## config.mk

```make
export PLATFORM = sky130hd
export DESIGN_NAME = icache_ecc_recovery
export DESIGN_NICKNAME = d
export VERILOG_FILES = /design/src/rtl/ecc_rcv_pkg.sv /design/src/rtl/ecc_rcv_ctrl.sv /design/src/rtl/ecc_rcv_dp.sv /design/src/rtl/icache_ecc_recovery.sv
export SDC_FILE = /design/constraint.sdc
export NUM_CORES = 1
export LEC_CHECK = 0
export BUFFER_PORTS_ARGS = -buffer_cell sky130_fd_sc_hd__buf_2
export CORE_MARGIN = 4
export CORE_UTILIZATION = 52
export DETAILED_ROUTE_END_ITERATION = 7
export PLACE_DENSITY = 0.81
export REMOVE_ABC_BUFFERS = 1
export SYNTH_ARGS = -nofsm -noshare
export SYNTH_HDL_FRONTEND = slang
export SYNTH_SLANG_ARGS = --single-unit
```

## constraint.sdc

```tcl
create_clock -name clk -period 2.2 [get_ports clk]
set_clock_uncertainty 0.2 [all_clocks]
set_input_delay 0.33 -clock clk [delete_from_list [all_inputs] [get_ports clk]]
set_output_delay 0.33 -clock clk [all_outputs]
set_load 0.01 [all_outputs]
```

## src/rtl/ecc_rcv_pkg.sv

```systemverilog
package ecc_rcv_pkg;
  typedef enum logic [2:0] {
    ST_IDLE,
    ST_FLUSH,
    ST_MISS,
    ST_WAIT,
    ST_DONE
  } seqState_t;

  typedef struct packed {
    logic capture;       // latch set and way mask of the failing lookup
    logic latchCorrupt;  // record refill corrupt flag
    logic reportFault;   // fault report cycle
    logic pipeHold;      // block new lookups from entering the delay line
  } seqStrobe_t;
endpackage

```

## src/rtl/ecc_rcv_ctrl.sv

```systemverilog
module ecc_rcv_ctrl
  import ecc_rcv_pkg::*;
(
  input  logic       clk,
  input  logic       rstN,
  input  logic       eccEn,
  input  logic       stg2Valid,
  input  logic       metaErr,
  input  logic       dataErr,
  input  logic       refillValid,
  output seqStrobe_t strobe,
  output logic       flushValid,
  output logic       missReqValid,
  output logic       stall
);
  seqState_t state, stateNext;
  logic      errHit;

  assign errHit = (state == ST_IDLE) && stg2Valid && eccEn && (metaErr || dataErr);

  always_comb begin
    stateNext = state;
    unique case (state)
      ST_IDLE:  if (errHit) stateNext = ST_FLUSH;
      ST_FLUSH: stateNext = ST_MISS;
      ST_MISS:  stateNext = ST_WAIT;
      ST_WAIT:  if (refillValid) stateNext = ST_DONE;
      ST_DONE:  stateNext = ST_IDLE;
      default:  stateNext = ST_IDLE;
    endcase
  end

  always_ff @(posedge clk) begin
    if (!rstN) state <= ST_IDLE;
    else       state <= stateNext;
  end

  always_comb begin
    strobe.capture      = errHit;
    strobe.latchCorrupt = (state == ST_WAIT) && refillValid;
    strobe.reportFault  = (state == ST_DONE);
    strobe.pipeHold     = (state != ST_IDLE);
  end

  assign flushValid   = (state == ST_FLUSH);
  assign missReqValid = (state == ST_MISS);
  assign stall        = (state != ST_IDLE);
endmodule

```

## src/rtl/ecc_rcv_dp.sv

```systemverilog
module ecc_rcv_dp
  import ecc_rcv_pkg::*;
#(
  parameter int NUM_WAYS = 4,
  parameter int SET_W    = 6,
  localparam int WAY_W   = (NUM_WAYS > 1) ? $clog2(NUM_WAYS) : 1
) (
  input  logic                clk,
  input  logic                rstN,
  input  seqStrobe_t          strobe,
  input  logic                lkpValid,
  input  logic [SET_W-1:0]    lkpSet,
  input  logic [WAY_W-1:0]    lkpWay,
  input  logic                metaErr,
  input  logic                refillCorrupt,
  output logic                stg2Valid,
  output logic [SET_W-1:0]    capSet,
  output logic [NUM_WAYS-1:0] capMask,
  output logic                faultValid
);
  logic               stg1Valid;
  logic [SET_W-1:0]   stg1Set, stg2Set;
  logic [WAY_W-1:0]   stg1Way, stg2Way;
  logic [NUM_WAYS-1:0] maskNext;
  logic               corruptReg;

  // two-stage delay line aligning lookup with its late ECC flags
  always_ff @(posedge clk) begin
    if (!rstN) begin
      stg1Valid <= 1'b0;
      stg2Valid <= 1'b0;
      stg1Set   <= '0;
      stg2Set   <= '0;
      stg1Way   <= '0;
      stg2Way   <= '0;
    end else begin
      stg1Valid <= lkpValid && !strobe.pipeHold;
      stg2Valid <= stg1Valid && !strobe.pipeHold;
      stg1Set   <= lkpSet;
      stg2Set   <= stg1Set;
      stg1Way   <= lkpWay;
      stg2Way   <= stg1Way;
    end
  end

  // tag error: every way; data error: hit way only
  for (genvar w = 0; w < NUM_WAYS; w++) begin : g_mask
    assign maskNext[w] = metaErr || (stg2Way == WAY_W'(w));
  end

  always_ff @(posedge clk) begin
    if (!rstN) begin
      capSet     <= '0;
      capMask    <= '0;
      corruptReg <= 1'b0;
    end else begin
      if (strobe.capture) begin
        capSet  <= stg2Set;
        capMask <= maskNext;
      end
      if (strobe.latchCorrupt) corruptReg <= refillCorrupt;
    end
  end

  assign faultValid = strobe.reportFault && corruptReg;
endmodule

```

## src/rtl/icache_ecc_recovery.sv

```systemverilog
module icache_ecc_recovery
  import ecc_rcv_pkg::*;
#(
  parameter int NUM_WAYS = 4,
  parameter int SET_W    = 6,
  localparam int WAY_W   = (NUM_WAYS > 1) ? $clog2(NUM_WAYS) : 1
) (
  input  logic                clk,
  input  logic                rstN,
  input  logic                eccEn,
  input  logic                lkpValid,
  input  logic [SET_W-1:0]    lkpSet,
  input  logic [WAY_W-1:0]    lkpWay,
  input  logic                metaErr,
  input  logic                dataErr,
  input  logic                refillValid,
  input  logic                refillCorrupt,
  output logic                flushValid,
  output logic [SET_W-1:0]    flushSet,
  output logic [NUM_WAYS-1:0] flushWayMask,
  output logic                missReqValid,
  output logic [SET_W-1:0]    missSet,
  output logic                faultValid,
  output logic                stall
);
  seqStrobe_t       strobe;
  logic             stg2Valid;
  logic [SET_W-1:0] capSet;

  ecc_rcv_ctrl u_ctrl (
    .clk(clk), .rstN(rstN), .eccEn(eccEn), .stg2Valid(stg2Valid),
    .metaErr(metaErr), .dataErr(dataErr), .refillValid(refillValid),
    .strobe(strobe), .flushValid(flushValid), .missReqValid(missReqValid),
    .stall(stall)
  );

  ecc_rcv_dp #(.NUM_WAYS(NUM_WAYS), .SET_W(SET_W)) u_dp (
    .clk(clk), .rstN(rstN), .strobe(strobe), .lkpValid(lkpValid),
    .lkpSet(lkpSet), .lkpWay(lkpWay), .metaErr(metaErr),
    .refillCorrupt(refillCorrupt), .stg2Valid(stg2Valid),
    .capSet(capSet), .capMask(flushWayMask), .faultValid(faultValid)
  );

  assign flushSet = capSet;
  assign missSet  = capSet;
endmodule

```

==> results of run 1 <==
-- logic make-up (layout without fill, tap and decap cells) --
family / Yosys count / in the layout / share of synthesized area
simple gates: 50 / 50 / 0.241
flops: 32 / 32 / 0.559
mux: 6 / 6 / 0.0524
buf+inv: 12 / 47 / 0.0699
compound gates: 12 / 12 / 0.0775
-- state kept, by name, indices dropped and copies added (netlist names) --
register / flops
u_ctrl.state: 3
u_dp.capMask: 4
u_dp.capSet: 6
u_dp.corruptReg: 1
u_dp.stg1Set: 6
u_dp.stg1Valid: 1
u_dp.stg1Way: 2
u_dp.stg2Set: 6
u_dp.stg2Valid: 1
u_dp.stg2Way: 2
-- cells in the mapped netlist (all sizes together) --
| cell type | instances | area share |
|---|---|---|
| o2111ai | 3 | 0.023 |
| nand2 | 16 | 0.052 |
| and2 | 17 | 0.095 |
| buf | 9 | 0.060 |
| nand2b | 2 | 0.011 |
| nand3 | 2 | 0.0087 |
| a211oi | 1 | 0.0066 |
| nor3b | 3 | 0.020 |
| nor2 | 4 | 0.013 |
| nor3 | 1 | 0.014 |
| o31ai | 1 | 0.0066 |
| o211a | 2 | 0.017 |
| mux2i | 6 | 0.052 |
| and3 | 3 | 0.016 |
| dfxtp | 32 | 0.56 |
| o211ai | 1 | 0.0066 |
| inv | 1 | 0.0033 |
| nor2b | 2 | 0.011 |
| a21oi | 1 | 0.0044 |
| o21ai | 3 | 0.013 |
| clkbuf | 2 | 0.0066 |
-- metal layers --
layer / global-route usage / part of all wire
met5: 0 / 0
met2: 0.281 / 0.53
met1: 0.168 / 0.39
met4: 0.0850 / 0.017
met3: 0.0483 / 0.058
-- worst min path at each step --
stage                                 endpoint  cells past startpoint                        from  slack, ps
floorplan           u_dp.stg2Set[0]$_SDFF_PN0_                      1  u_dp.stg1Set[0]$_SDFF_PN0_        210
global placement    u_dp.stg2Set[1]$_SDFF_PN0_                      1  u_dp.stg1Set[1]$_SDFF_PN0_        210
detailed placement  u_dp.stg2Set[5]$_SDFF_PN0_                      1  u_dp.stg1Set[5]$_SDFF_PN0_        230
CTS                 u_dp.stg1Set[5]$_SDFF_PN0_                      2                   lkpSet[5]          1
global route        u_dp.stg1Way[0]$_SDFF_PN0_                      2                   lkpWay[0]          1
finish              u_dp.stg1Set[1]$_SDFF_PN0_                      2                   lkpSet[1]         10
-- cells in the final DEF, fill, tap and decap left out, types with 2 or more instances in the layout --
cell           count
nor2_1             4
buf_2             35
o21ai_1            3
dlygate4sd3_1      3
o2111ai_1          3
clkbuf_4           5
and3_1             3
nor2b_1            2
dfxtp_1           32
mux2i_1            6
and2_1            16
o211a_1            2
nand2b_1           2
nor3b_1            3
nand2_1           16
nand3_1            2
-- worst max-delay path, cell delays in order, from the launching register on --
cell and delay (ps):
dfxtp_1 390, nor3_4 350, inv_1 60, buf_2 140
-- area by class of cell --
| type | count | area [um2] |
|---|---|---|
| Inverter | 1 | 3.75 |
| Multi-Input combinational cell | 68 | 425 |
| Clock inverter | 3 | 42.5 |
| Fill cell | 168 | 633 |
| Clock buffer | 5 | 37.5 |
| Sequential cell | 32 | 641 |
| Timing Repair Buffer | 38 | 205 |
| Tap cell | 27 | 33.8 |
-- power groups by stage --
stage / Clock, mW / Combinational, mW / Sequential, mW
2_1_floorplan: 0 / 0.0293 / 0.621
3_5_place_dp: 0 / 0.0628 / 0.622
4_1_cts: 0.448 / 0.0649 / 0.608
5_1_grt: 0.476 / 0.0750 / 0.611
3_3_place_gp: 0 / 0.0593 / 0.620
6_report: 0.437 / 0.0669 / 0.608
==> summary.md, run 1 <==
| Metric | Value |
|---|---|
| Peak VDD IR | `approximately 0.00046 V` |
| Layout cell share with drive strength beyond 1 | `0.306` |
| PostCTS Resize Cnt | `0` |
| Average size of a mapped cell | `between 10 and 15 um2` |
| DIE WIDTH | `around 55 um` |
| Seq/Total Area, Yosys | `0.559` |
| Worst setup path endpoint | `stall` |
| Unrepaired setup endpoints after global routing | `no` |
| Detail Route Antenna Nets | `0` |
| Number of buffers created by CTS | `5` |
| Routability cong. | `about 0.67` |
| Clock network power share | `0.393` |
| Fin. max-slew vios | `0` |
| First-pass GRT wire length | `~3.3 mm` |
| Fmax | `about 560 MHz` |
| Antenna cells | `0` |
| Pin count of the biggest net entering global routing | `41` |
| Via count | `850` |
| Vias in the first global route | `801` |
| DP Cell Count | `about 160` |
| Post-layout util | `0.687` |
| Max-slew headroom | `0.635` |
| Clock Latency Late Sink | `~330 ps` |
| Core Region | `approximately 2000 um2` |
| Starting Density | `0.567` |
| Internal power | `about 870 uW` |
| Post-CTS Setup Inserts | `0` |
| TritonCTS clock tree | `yes` |
| CP Launch Point | `u_ctrl.state[2]$_SDFFE_PN0P_` |
| Switching Share | `0.218` |
| WS Path Type | `register to output pin` |
| I/O pins | `36` |
| Root buffer cell | `clkbuf_4` |
| Clock slew at reported path FFs | `110 ps` |
| # setup viols final | `0` |
| Vias/cell | `roughly 4.9` |
| Yosys warns | `0` |
| Flop pwr share | `0.547` |
| P&R area growth vs syn | `21.2%` |
| CP Data Required Time | `1670 ps` |
| Buffers on Ports | `35` |
| H-tree depth | `2` |
| DR pass1 iterations | `4` |
| Initial antenna violation count | `0` |
| Total chip power | `1.11 mW` |
| Fin Setup TNS | `0 ps` |
| Post-route non-filler standard cell count | `roughly 170` |
| Final Hold Fails | `0` |
| DR WL/cell | `12.2 um` |
| CTS max path bufs | `2` |
| Reg2reg setup slack | `~700 ps` |
| Placed inst area | `around 1300 um2` |
| RR Startpoint | `u_ctrl.state[2]$_SDFFE_PN0P_` |
| Cell area after layout | `1390 um2` |
| Drt drc | `0` |
| Type of origin of the critical path | `register` |
| Mapped Area | `between 1000 and 1500 um2` |
| Fin nets | `between 150 and 200` |
| Outcome | `finished clean` |
| Pre-CTS WS | `between 700 and 800 ps` |
| Max FO, Critical Path | `8` |
| Max cap viols | `0` |
| Worst flop-to-flop path endpoint | `u_dp.capSet[2]$_SDFFE_PN0P_` |
| Switching pwr | `around 240 uW` |
| DRT iter0 DRCs | `10` |
| CP Capture Type | `output pin` |
| Min Tclk post-route | `between 1500 and 2000 ps` |
| Die Y | `54.9 um` |
| Leakage Power | `0.653 nW` |
| Fin crit share | `0.810` |
| Final worst slack | `between 400 and 500 ps` |
| Hpwl dp | `about 1.5 mm` |
| Gate power share | `0.060` |
| Synth Instances | `112` |
| DIE AREA | `roughly 3000 um2` |
| Sink Count | `32` |
| Total GRT Usage | `0.159` |
| Pwr dens | `801 nW/um2` |
| Tightest Pin Transition | `roughly 550 ps` |
| GR Overflow Total | `0` |
| Arr. time, crit path | `around 1300 ps` |
| Hold buffer count at CTS | `1` |
| Routed WL | `about 2.1 mm` |
| Row cnt | `16` |
| Seq cells post-synth | `32` |
| WHS | `between 10 and 15 ps` |
| Synth cell types | `25` |
| Hold Crit Class | `input pin to register` |
| Reg2reg path depth | `3` |
(Power assumes the default switching activity.)
==> run 2: changes to the inputs <==
CORE_UTILIZATION = 44   (was 52)
PLACE_DENSITY = 0.73   (was 0.81)
clock period = 1.6 ns   (was 2.2 ns; I/O delays follow)
==> run 2 against run 1 <==
- the flow now finishes with violations (negative setup slack)
- wire length is 0.66% lower
- power is 38% higher
- sequential share of layout area is 3.4 points lower
- final area is 9.1% higher
- clock-buffer cell count is 1 higher
- largest cell class unchanged
- largest power group unchanged
==> summary.md, run 2 (same netlist as run 1, synthesis figures left out) <==
| Metric | Value |
|---|---|
| Outcome | `finished with violations` |
| Failing checks | `negative setup slack` |
| GR Overflow Total | `0 (unchanged)` |
| WS Path Type | `register to output pin` |
| Via count | `893 (+5.1%)` |
| Hpwl dp | `1.44 mm (-2.0%)` |
| DRT iter0 DRCs | `11 (+1)` |
| DR pass1 iterations | `2 (-2)` |
| Pwr dens | `1010 nW/um2 (+26%)` |
| CTS max path bufs | `2 (unchanged)` |
| Drt drc | `0 (unchanged)` |
| Total chip power | `1.53 mW (+38%)` |
| Tightest Pin Transition | `244 ps (-304 ps)` |
| Die Y | `59.0 um (+7.4%)` |
| Fin crit share | `1.00` |
| Fin. max-slew vios | `0 (unchanged)` |
| Layout cell share with drive strength beyond 1 | `0.325 (+0.0187)` |
| Detail Route Antenna Nets | `0 (unchanged)` |
| Sink Count | `32 (unchanged)` |
| DIE AREA | `3490 um2 (+15%)` |
| # setup viols final | `1 (+1)` |
| Placed inst area | `1300 um2 (+1.9%)` |
| Critical path's slowest cell | `dfxtp_4` |
| Core Region | `2480 um2 (+23%)` |
| Hold Crit Class | `input pin to register` |
| Min Tclk post-route | `about 1600 ps` |
| Vias in the first global route | `848 (+5.9%)` |
| TritonCTS clock tree | `yes` |
| Fin nets | `172 (+6.2%)` |
| Clock Latency Late Sink | `310 ps (-20 ps)` |
| H-tree depth | `2 (unchanged)` |
| Final worst slack | `-3.58 ps (-421 ps)` |
| I/O pins | `36 (unchanged)` |
| Peak VDD IR | `0.000851 V (+85%)` |
| Final Hold Fails | `0 (unchanged)` |
| CP Launch Point | `u_ctrl.state[0]$_SDFFE_PN0P_` |
| DR WL/cell | `11.3 um (-7.6%)` |
| Leakage Power | `0.710 nW (+8.8%)` |
| Max-slew headroom | `0.837 (+0.202)` |
| Vias/cell | `4.78 (-2.2%)` |
| DIE WIDTH | `59.0 um (+7.4%)` |
| Pin count of the biggest net entering global routing | `29 (-29%)` |
| Cell area after layout | `1520 um2 (+9.1%)` |
| Arr. time, crit path | `1160 ps (-90 ps)` |
| CP peak stage delay | `410 ps (+20 ps)` |
| Hold path startpoint | `rstN` |
| First-pass GRT wire length | `3.46 mm (+5.9%)` |
| Max cap viols | `0 (unchanged)` |
| Routability cong. | `0.681 (+2.1%)` |
| Highest-count cells in the layout ignoring fill and taps | `35 x buf_2, 29 x dfxtp_1, 16 x nand2_1, 16 x and2_1, 11 x dlygate4sd3_1` |
| Antenna cells | `0 (unchanged)` |
| Critical path cell sequence | `nor3b_1, buf_2` |
| Pre-CTS WS | `113 ps (-592 ps)` |
| Fmax | `624 MHz` |
| Buffers on Ports | `35 (unchanged)` |
| Initial antenna violation count | `0 (unchanged)` |
| Starting Density | `0.463 (-0.104)` |
| Type of origin of the critical path | `register` |
| CP Data Required Time | `1160 ps (-510 ps)` |
| Root buffer cell | `clkbuf_4` |
| Most common cell after layout, fill and taps aside | `buf_2` |
| RR Startpoint | `u_ctrl.state[1]$_SDFFE_PN0P_` |
| CP Capture Type | `output pin` |
| Total GRT Usage | `0.132 (-0.0274)` |
| Clock slew at reported path FFs | `90 ps (-20 ps)` |
| P&R area growth vs syn | `32.2%` |
| Routed WL | `2.12 mm (-0.66%)` |
| Row cnt | `18 (+2)` |
| Max FO, Critical Path | `6 (-2)` |
| Number of buffers created by CTS | `5 (unchanged)` |
| Filler cells | `208 (+24%)` |
| Top Registers | `u_dp.capSet (6), u_dp.stg1Set (6), u_dp.stg2Set (6)` |
## run 2: cell count changes in the layout (fill, tap and decap cells not counted), sizes merged
cell / previous run / this run
dlygate4sd3: 3 / 11
clkbuf: 5 / 6
buf: 35 / 37
clkinvlp: 1 / 0
## run 2: area by class of cell
cell class	instances	area (um2)	area share
Sequential cell	32	647	0.427
Multi-Input combinational cell	68	438	0.289
Timing Repair Buffer	48	313	0.206
Clock buffer	6	41.3	0.0273
Tap cell	30	37.5	0.0248
Clock inverter	2	35.0	0.0231
Inverter	1	3.75	0.00248
## run 2: power by group
part / internal (mW) / switching (mW)
clock network: 0.327 / 0.248
registers: 0.823 / 0.0136
logic: 0.0682 / 0.0491
## run 2: what timing repair did
action / CTS / global route
resized for setup: 2 / 5
pin swaps: 1 / 0
hold buffers: 11 / 0
setup endpoints to repair: 4 / 2
setup buffers: 1 / 0
endpoints found under the hold margin: 11 / 0
## run 2: final timing paths
kind,to,slack (ps),cells after the start
min reg2reg,u_dp.stg2Way[1]$_SDFF_PN0_,240,1
max,flushValid,-4,2
max reg2reg,u_dp.capSet[3]$_SDFFE_PN0P_,140,4
min,u_dp.stg1Set[3]$_SDFF_PN0_,90,2
## run 2: layer usage
metal | vias up | GRT usage | routed length (um)
li1 | 454 | - | -
met1 | 409 | 0.146 | 845
met2 | 23 | 0.222 | 1100
met3 | 7 | 0.0414 | 118
met4 | 0 | 0.0744 | 49
met5 | - | 0 | 0
## run 2: through the flow
step                      setup TNS, ps  hold slack (ps)  utilization  instances
after floorplan                       0              162            -        101
after global placement                0              213        0.526        167
after detailed placement              0              217        0.526        167
after CTS                             0             75.3        0.605        187
after global routing              -66.7             90.1        0.612        187
final                             -3.58             85.1        0.612        187
## run 2: critical path: cells and delay by family, from the launching register on
kind          cells  cell delay [ps]
flops             1              410
buf+inv           1              180
simple gates      1              260
